File: config.mk
export PLATFORM = sky130hd
export DESIGN_NAME = adc_oneshot_seq
export DESIGN_NICKNAME = d
export VERILOG_FILES = /design/src/rtl/adc_seq_pkg.sv /design/src/rtl/adc_seq_ctrl.sv /design/src/rtl/adc_conv_model.sv /design/src/rtl/adc_result_bank.sv /design/src/rtl/adc_oneshot_seq.sv
export SDC_FILE = /design/constraint.sdc
export NUM_CORES = 1
export LEC_CHECK = 0
export ABC_CLOCK_PERIOD_IN_PS = 4900
export CAP_MARGIN = 15
export CORE_MARGIN = 2
export CORE_UTILIZATION = 60
export DETAILED_ROUTE_END_ITERATION = 6
export PLACE_DENSITY = 0.9
export SLEW_MARGIN = 20
export SYNTH_ARGS = -nofsm -noshare
export SYNTH_HDL_FRONTEND = slang
export SYNTH_SLANG_ARGS = --single-unit
File: constraint.sdc
create_clock -name clk_i -period 4.9 [get_ports clk_i]
set_clock_uncertainty 0.1 [all_clocks]
set_input_delay 0.735 -clock clk_i [delete_from_list [all_inputs] [get_ports clk_i]]
set_output_delay 0.735 -clock clk_i [all_outputs]
set_load 0.03 [all_outputs]
File: src/rtl/adc_seq_pkg.sv
package adc_seq_pkg;
  typedef enum logic [1:0] {
    ST_IDLE    = 2'd0,
    ST_SAMPLE  = 2'd1,
    ST_CONVERT = 2'd2
  } seq_state_e;

  localparam logic TRIG_SW = 1'b0;
  localparam logic TRIG_HW = 1'b1;
endpackage

File: src/rtl/adc_seq_ctrl.sv
module adc_seq_ctrl
  import adc_seq_pkg::*;
#(
  parameter int SW = 8
) (
  input  logic          clk_i,
  input  logic          rst_ni,
  input  logic          enable_i,
  input  logic          sw_start_i,
  input  logic          hw_trig_i,
  input  logic          mode_i,
  input  logic [SW-1:0] sample_cycles_i,
  input  logic          conv_done_i,
  output logic          start_o,
  output logic          conv_start_o,
  output logic          abort_o,
  output logic          wr_o,
  output logic          sample_conv_o,
  output logic          busy_o,
  output logic          mode_o
);
  seq_state_e    state_q, state_d;
  logic [SW-1:0] cnt_q;
  logic          lock_q;
  logic          mode_q;
  logic          start_evt;

  assign start_evt     = (mode_q == TRIG_HW) ? hw_trig_i : sw_start_i;
  assign start_o       = (state_q == ST_IDLE) && enable_i && !lock_q && start_evt;
  assign abort_o       = (state_q != ST_IDLE) && !enable_i;
  assign conv_start_o  = (state_q == ST_SAMPLE) && enable_i && (cnt_q == '0);
  assign wr_o          = (state_q == ST_CONVERT) && enable_i && conv_done_i;
  assign sample_conv_o = (state_q == ST_SAMPLE);
  assign busy_o        = (state_q != ST_IDLE);
  assign mode_o        = mode_q;

  always_comb begin
    state_d = state_q;
    unique case (state_q)
      ST_IDLE:    if (start_o) state_d = ST_SAMPLE;
      ST_SAMPLE:  if (abort_o) state_d = ST_IDLE;
                  else if (conv_start_o) state_d = ST_CONVERT;
      ST_CONVERT: if (abort_o || wr_o) state_d = ST_IDLE;
      default:    state_d = ST_IDLE;
    endcase
  end

  always_ff @(posedge clk_i or negedge rst_ni) begin
    if (!rst_ni) begin
      state_q <= ST_IDLE;
      cnt_q   <= '0;
      lock_q  <= 1'b0;
      mode_q  <= TRIG_SW;
    end else begin
      state_q <= state_d;
      if (start_o)
        cnt_q <= (sample_cycles_i == '0) ? '0 : sample_cycles_i - 1'b1;
      else if (state_q == ST_SAMPLE && cnt_q != '0)
        cnt_q <= cnt_q - 1'b1;
      // disarm after a completed result; re-arm once enable seen low
      if (wr_o) lock_q <= 1'b1;
      else if (!enable_i) lock_q <= 1'b0;
      if (state_q == ST_IDLE) mode_q <= mode_i;
    end
  end


  abort_chk: assert property (@(posedge clk_i) disable iff (!rst_ni)
    (state_q != ST_IDLE && !enable_i) |=> (state_q == ST_IDLE));

  lock_chk: assert property (@(posedge clk_i) disable iff (!rst_ni)
    (state_q == ST_IDLE && lock_q && enable_i) |=> (state_q == ST_IDLE));

  mode_hold_chk: assert property (@(posedge clk_i) disable iff (!rst_ni)
    (state_q != ST_IDLE) |=> (mode_q == $past(mode_q)));

  sample_first_chk: assert property (@(posedge clk_i) disable iff (!rst_ni)
    start_o |=> (sample_conv_o && busy_o));
endmodule

File: src/rtl/adc_conv_model.sv
module adc_conv_model #(
  parameter int DW          = 12,
  parameter int CONV_CYCLES = 13,
  localparam int CW = $clog2(CONV_CYCLES + 1)
) (
  input  logic          clk_i,
  input  logic          rst_ni,
  input  logic          start_i,
  input  logic          abort_i,
  input  logic [DW-1:0] data_i,
  output logic          done_o,
  output logic [DW-1:0] result_o
);
  logic [CW-1:0] cnt_q;
  logic          run_q;
  logic [DW-1:0] hold_q;

  assign done_o   = run_q && (cnt_q == '0);
  assign result_o = hold_q;

  always_ff @(posedge clk_i or negedge rst_ni) begin
    if (!rst_ni) begin
      cnt_q  <= '0;
      run_q  <= 1'b0;
      hold_q <= '0;
    end else if (start_i) begin
      cnt_q  <= CW'(CONV_CYCLES - 1);
      run_q  <= 1'b1;
      hold_q <= data_i;
    end else if (run_q) begin
      if (abort_i || cnt_q == '0) run_q <= 1'b0;
      else cnt_q <= cnt_q - 1'b1;
    end
  end


  conv_len_chk: assert property (@(posedge clk_i) disable iff (!rst_ni)
    start_i |=> !done_o);
endmodule

File: src/rtl/adc_result_bank.sv
module adc_result_bank #(
  parameter int SLOTS = 16,
  parameter int DW    = 12,
  localparam int AW = $clog2(SLOTS)
) (
  input  logic             clk_i,
  input  logic             rst_ni,
  input  logic             wr_i,
  input  logic [AW-1:0]    wr_addr_i,
  input  logic [DW-1:0]    wr_data_i,
  input  logic [SLOTS-1:0] clr_i,
  input  logic             rd_en_i,
  input  logic [AW-1:0]    rd_addr_i,
  input  logic [SLOTS-1:0] ie_i,
  output logic [DW-1:0]    rd_data_o,
  output logic [SLOTS-1:0] flag_o,
  output logic             irq_o
);
  logic [DW-1:0]    mem_q [SLOTS];
  logic [SLOTS-1:0] flag_q;

  for (genvar g = 0; g < SLOTS; g++) begin : g_slot
    logic hit_wr, hit_rd;
    assign hit_wr = wr_i && (wr_addr_i == AW'(g));
    assign hit_rd = rd_en_i && (rd_addr_i == AW'(g));
    always_ff @(posedge clk_i or negedge rst_ni) begin
      if (!rst_ni) begin
        mem_q[g]  <= '0;
        flag_q[g] <= 1'b0;
      end else begin
        if (hit_wr) mem_q[g] <= wr_data_i;
        // a new result outranks a clear in the same cycle
        if (hit_wr) flag_q[g] <= 1'b1;
        else if (clr_i[g] || hit_rd) flag_q[g] <= 1'b0;
      end
    end
  end

  assign rd_data_o = mem_q[rd_addr_i];
  assign flag_o    = flag_q;
  assign irq_o     = |(flag_q & ie_i);


  flag_set_chk: assert property (@(posedge clk_i) disable iff (!rst_ni)
    wr_i |=> flag_o[$past(wr_addr_i)]);

  wr_data_chk: assert property (@(posedge clk_i) disable iff (!rst_ni)
    wr_i |=> (mem_q[$past(wr_addr_i)] == $past(wr_data_i)));
endmodule

File: src/rtl/adc_oneshot_seq.sv
module adc_oneshot_seq
  import adc_seq_pkg::*;
#(
  parameter int SLOTS       = 16,
  parameter int DW          = 12,
  parameter int SW          = 8,
  parameter int CONV_CYCLES = 13,
  localparam int AW = $clog2(SLOTS)
) (
  input  logic             clk_i,
  input  logic             rst_ni,
  input  logic             enable_i,
  input  logic             sw_start_i,
  input  logic             hw_trig_i,
  input  logic             mode_i,
  input  logic [AW-1:0]    start_addr_i,
  input  logic [SW-1:0]    sample_cycles_i,
  input  logic [DW-1:0]    sample_data_i,
  input  logic [SLOTS-1:0] ie_i,
  input  logic [SLOTS-1:0] flag_clr_i,
  input  logic             rd_en_i,
  input  logic [AW-1:0]    rd_addr_i,
  output logic [DW-1:0]    rd_data_o,
  output logic             sample_conv_o,
  output logic             busy_o,
  output logic             mode_o,
  output logic [SLOTS-1:0] flag_o,
  output logic             irq_o
);
  logic          start, conv_start, abort, wr, conv_done;
  logic [DW-1:0] conv_result;
  logic [AW-1:0] addr_q;

  always_ff @(posedge clk_i or negedge rst_ni) begin
    if (!rst_ni) addr_q <= '0;
    else if (start) addr_q <= start_addr_i;
  end

  adc_seq_ctrl #(.SW(SW)) u_ctrl (
    .clk_i, .rst_ni, .enable_i, .sw_start_i, .hw_trig_i, .mode_i, .sample_cycles_i,
    .conv_done_i   (conv_done),
    .start_o       (start),
    .conv_start_o  (conv_start),
    .abort_o       (abort),
    .wr_o          (wr),
    .sample_conv_o,
    .busy_o,
    .mode_o
  );

  adc_conv_model #(.DW(DW), .CONV_CYCLES(CONV_CYCLES)) u_conv (
    .clk_i, .rst_ni,
    .start_i  (conv_start),
    .abort_i  (abort),
    .data_i   (sample_data_i),
    .done_o   (conv_done),
    .result_o (conv_result)
  );

  adc_result_bank #(.SLOTS(SLOTS), .DW(DW)) u_bank (
    .clk_i, .rst_ni,
    .wr_i      (wr),
    .wr_addr_i (addr_q),
    .wr_data_i (conv_result),
    .clr_i     (flag_clr_i),
    .rd_en_i, .rd_addr_i, .ie_i, .rd_data_o, .flag_o, .irq_o
  );


  idle_out_chk: assert property (@(posedge clk_i) disable iff (!rst_ni)
    !busy_o |-> !sample_conv_o);
endmodule

## Yosys cells after proc, flatten, opt, wreduce, memory -nomap -nowiden

Index checks and enable logic that the tools add are counted.

- Add/sub/neg operators: 3
- Order comparisons: 1
- Eq/ne operators: 37
- Mux-type cells: 52
- Bitwise operators: 2
- Reduce and logical (&&, ||, !) cells: 91

Operator list:

| operator | number |
|---|---|
| $eq 4x4->1 const B | 16 |
| $bmux 12 s4 | 1 |
| $logic_and 1x1->1 | 42 |
| $mux 1 | 38 |
| $reduce_bool 2->1 | 19 |
| $eq 4x3->1 const B | 8 |
| $mux 12 | 2 |
| $mux 8 | 3 |
| $logic_or 1x1->1 | 18 |
| $and 16x16->16 | 1 |
| $eq 4x2->1 const B | 4 |
| $logic_not 8->1 | 2 |
| $reduce_or 16->1 | 1 |
| $sub 8x1->8 const B | 2 |
| $logic_not 4->1 | 3 |
| $mux 4 | 3 |
| $eq 4x1->1 const B | 2 |
| $mux 2 | 4 |
| $reduce_bool 8->1 | 1 |
| $ne 2x2->1 const B | 3 |
| $pmux 2 s3 | 1 |
| $ge 5x5->1 const B | 1 |
| $not 4->5 | 1 |
| $sub 4x1->4 const B | 1 |
| other kinds (8) | 9 |

- Register bits after elaboration: 241

## Logic depth before layout (Yosys ltp)

- Depth in word-level cells: 6
- Mapped depth: 8

## Modules after synthesis

From an unflattened synthesis, not the netlist that was laid out.

- Cells, all modules: 777
- Area total of the unflattened synthesis: 11,212.0 um^2

Modules (own cells, without submodules):

| module | instances | cells an instance | area an instance (um^2) | seq. area each (um^2) |
|---|---|---|---|---|
| adc_result_bank | 1 | 623 | 9,442.8 | 5,205.0 |
| adc_seq_ctrl | 1 | 93 | 888.4 | 300.3 |
| adc_conv_model | 1 | 53 | 735.7 | 425.4 |
| adc_oneshot_seq | 1 | 8 | 145.1 | 100.1 |

## Worst setup path before layout

No wires, ideal clock.

- Path type: input-to-output
- From: input port rd_addr_i[0]
- To: output port rd_data_o[0]
- Arrival time: 2.393 ns
- Required time: 4.065 ns
- Path slack: 1.672 ns
- Stages on the path: 4
- Cells stage by stage: clkbuf_1 buf_2 mux4_2 mux4_2

- Cells in the longest elaborated chain, start to end: 4

RTL lines:

| element | line | RTL |
|---|---|---|
| start: declaration | adc_oneshot_seq.sv:22 | `input logic [AW-1:0] rd_addr_i,` |
| $not 4->5 (not written as such) | adc_result_bank.sv:39 | `assign rd_data_o = mem_q[rd_addr_i];` |
| $bmux 12 s4 | adc_result_bank.sv:39 |  |
| $mux 12 (not written as such) (2 in series) | adc_result_bank.sv:39 |  |
| end: declaration | adc_oneshot_seq.sv:23 | `output logic [DW-1:0] rd_data_o,` |

Every way passes these cells. The select of a mux whose other input is x is not followed.

## Worst setup path in the final report

- From: input port rd_addr_i[0]
- To: output port rd_data_o[4]

Same word-level chain as after synthesis.

==> qor.txt <==
First-pass GRT wire length: 42600 um
Pint: 3.41 mW
Status: completed
Slowest cell on crit path: buf_4
Total track usage: 27.6%
Filler cells: 1128
Register area: 6030 um^2
Placed cell areas: 12400 um^2
Worst Path Max Fanout: 52
Cell Count, Final, Fillers Out: 1088
Nets: 912
Drt first pass iters: 5
Combinational Power Share: 11.7%
Cells after Synth: 762
Worst hold start: u_bank.mem_q[66]$_DFFE_PN0P_
P per Cell Area: 355 nW/um^2
DR WL/cell: 24.5 um
Syn Std Cell Area: 11400 um^2
Placed insts: 1045
Min-Delay Path Class: flip-flop to flip-flop
Die X: 142 um
Ys flop type: dfrtp_1
Clk_lat worst skew: 520 ps
H-tree depth: 1
Syn_area_per_cell: 14.9 um^2
Reg power frac: 50.0%
Initial DRC Count: 629
Die footprint: 20100 um^2
Antenna Nets Post-Route: 0
Fin util: 71.1%
Net Sw Power: 1.30 mW
Lkg Pwr: 6.33 nW
Final Hold Viols: 0
Switching power share of the total: 27.6%
Synth warnings: 0
Area contributors post-synth: dfrtp_1 (53%), mux2_2 (19%), mux4_2 (12%)
Diode count: 0
CTS Root Cell: clkbuf_16
Sequential area share after synthesis: 53.1%
R2R setup slack: 1970 ps
Area leader, netlist: dfrtp_1
Worst hold path cell count: 1
Worst-Margin Slew: 1130 ps
CP arrival: 3240 ps
Grt met1 use: 37.1%
Die Y: 142 um
Syn_nets: 834
Async SR Flop Fraction: 100%
Final Cycle Share: 83.2%
Post-DP HPWL: 15500 um
Post-synth EDFFs: 0
Unique cell type count in the Yosys netlist: 57
Clk buf depth: 3
Vias in the first global route: 7584
Final Wtd Congestion: 0.799
Min Clock Period, post-route: 4080 ps
Setup CP Type: input pin to output pin
Synth top area share: 53.1%
Highest clock rate: 245 MHz
Multi-input gate area: 5030 um^2
Worst setup EP type: output pin
Crit path largest cell delay: 720 ps
Starting Density: 60.9%
Worst slack at placement: 777 ps
CP required: 4070 ps
Synthesized flop and latch total: 241
Final setup viols: 0
RSZ-0062 raised after global routing: false
Initial antenna violation count: 0
Largest net degree at the start of global routing: 139
Critical path launch point type: input pin
Met2 Use GR: 46.2%
Max Cap Violations: 0
Layout area overhead: 16.7%
R2R cell count: 6
Setup TNS: 0 ps
Io pins: 99
Core ar.: 18600 um^2
Worst R2R End: u_bank.mem_q[81]$_DFFE_PN0P_
Inserted Clock Buffers: 25
Clk pin slew, worst setup/hold paths: 50 ps
DRT Wirelength: 26700 um
Post-DR vias/cell: 6.50
Top Family by Delay on Critical Path: buffers and inverters
Max Slew Vio Count: 0
Share of layout cells above drive strength 1: 39.1%
PostCTS Resize Cnt: 0
Crit path top cell by count: mux4_2
I/O Buffers: 98
Critical path buffer and inverter count: 2
Relative slew margins: 24.9%
Clk pwr share: 38.4%
Final instance area: 13300 um^2
# rows: 50
Drc violations: 0
Critical-path cell list: buf_4 > mux4_2 > mux4_2 > clkdlybuf4s50_1
Overflow after GRT: 0
Top Usage Layer GRT: met2
Peak VDD IR: 0.000276 V
Fin Hold WS: 400 ps
Hold endpoint: u_bank.mem_q[66]$_DFFE_PN0P_
Reg-to-reg startpoint: u_conv.cnt_q[0]$_DFFE_PN0P_
CTS tree: built
Setup WS post-layout: 822 ps
# clock sinks: 241
Final Total Pwr: 4.71 mW
Met3 usage: 4.32%
Vias after detailed routing: 7069
registers in the layout (all words and copies together), names as in the netlist, 2 cells and up:
register         flops
u_bank.mem_q       192
u_bank.flag_o       16
u_conv.result_o     12
u_ctrl.cnt_q         8
addr_q               4
u_conv.cnt_q         4
u_ctrl.state_q       2
cell families (layout without fill, tap and decap cells):
logic type / count (synthesis) / in the layout / synth area share (%)
adders and majority gates: 5 / 5 / 0.551
muxes: 273 / 273 / 33.3
xor gates and xnor gates: 9 / 9 / 0.694
buffers and inverters: 70 / 162 / 2.76
and+or+nand+nor: 118 / 118 / 6.79
DFF: 241 / 241 / 53.1
AOI/OAI and AO/OA: 46 / 46 / 2.86
cell usage in the layout (no fill, tap or decap), types with 4 or more instances in the layout:
cell             instances
a21oi_1                  4
a221oi_1                 4
a22o_1                   4
and3_1                   5
buf_4                    7
clkbuf_1                 4
clkbuf_16               25
clkbuf_8                 8
clkdlybuf4s50_1         95
dfrtp_1                241
ha_1                     5
inv_1                   14
mux2_1                   4
mux2_2                 196
mux2_4                   9
mux2i_1                  4
mux4_2                  60
nand2_1                 23
nand2b_1                10
nand3_1                 11
nand3b_1                 6
nand4_1                  4
nand4_2                  6
nor2_1                   9
nor2b_1                 15
nor3_1                   6
nor3b_1                  4
o21ai_0                 10
xor2_1                   6
power by group through the flow:
stage                     Sequential [mW]  Clock, mW  Combinational, mW
after floorplan                      2.24          0              0.441
after global placement               2.37          0              0.521
after detailed placement             2.38          0              0.539
after CTS                            2.35       1.82              0.547
after global routing                 2.39       1.90              0.605
final                                2.35       1.81              0.549
worst max-delay path by stage:
| stage | depth (start not counted) | slack (ps) | end | startpoint |
|---|---|---|---|---|
| 6_report | 4 | 820 | rd_data_o[4] | rd_addr_i[0] |
| 3_3_place_gp | 4 | 830 | rd_data_o[4] | rd_addr_i[0] |
| 4_1_cts | 4 | 760 | rd_data_o[4] | rd_addr_i[0] |
| 3_5_place_dp | 4 | 780 | rd_data_o[4] | rd_addr_i[0] |
| 2_1_floorplan | 4 | 1670 | rd_data_o[0] | rd_addr_i[0] |
| 5_1_grt | 4 | 630 | rd_data_o[3] | rd_addr_i[0] |
synthesized netlist by cell type (3+ instances only):
cell / n
mux2_2: 196
o311ai_0: 3
a31o_2: 3
nand4_1: 4
o211ai_1: 3
inv_1: 14
buf_4: 5
a22o_1: 4
ha_1: 5
dfrtp_1: 241
mux2_4: 9
nand2b_1: 10
a21oi_1: 4
xor2_1: 6
nor3b_1: 4
mux2_1: 4
nand4_2: 6
xnor2_1: 3
nor2_1: 9
nor3_1: 6
o22ai_1: 3
nand3_1: 11
and3_1: 5
buf_1: 5
a221oi_1: 4
or4_1: 3
mux2i_1: 4
nand3b_1: 6
mux4_2: 60
nor2b_1: 15
o21ai_0: 10
nand2_1: 23
clkbuf_1: 30
buf_2: 14
per-layer routing:
layer  up-vias  share of wire, %
met3        59               6.4
met4         0               2.8
met1      3701                40
met5         -                 0
li1       3004                 -
met2       305                50
layout make-up:
class / count / share of cell area [%]
tap: 234 / 2.21
timing repair buffer: 107 / 8.15
multi-input combinational: 451 / 37.9
inverter: 14 / 0.396
clock buffer: 37 / 5.66
sequential: 241 / 45.5
clock inverter: 4 / 0.208
repair_timing:
item,CTS,global route
hold endpoints to repair,0,19
hold buffers,0,1
buffers inserted,0,0
Power figures use the tool's default switching activity.
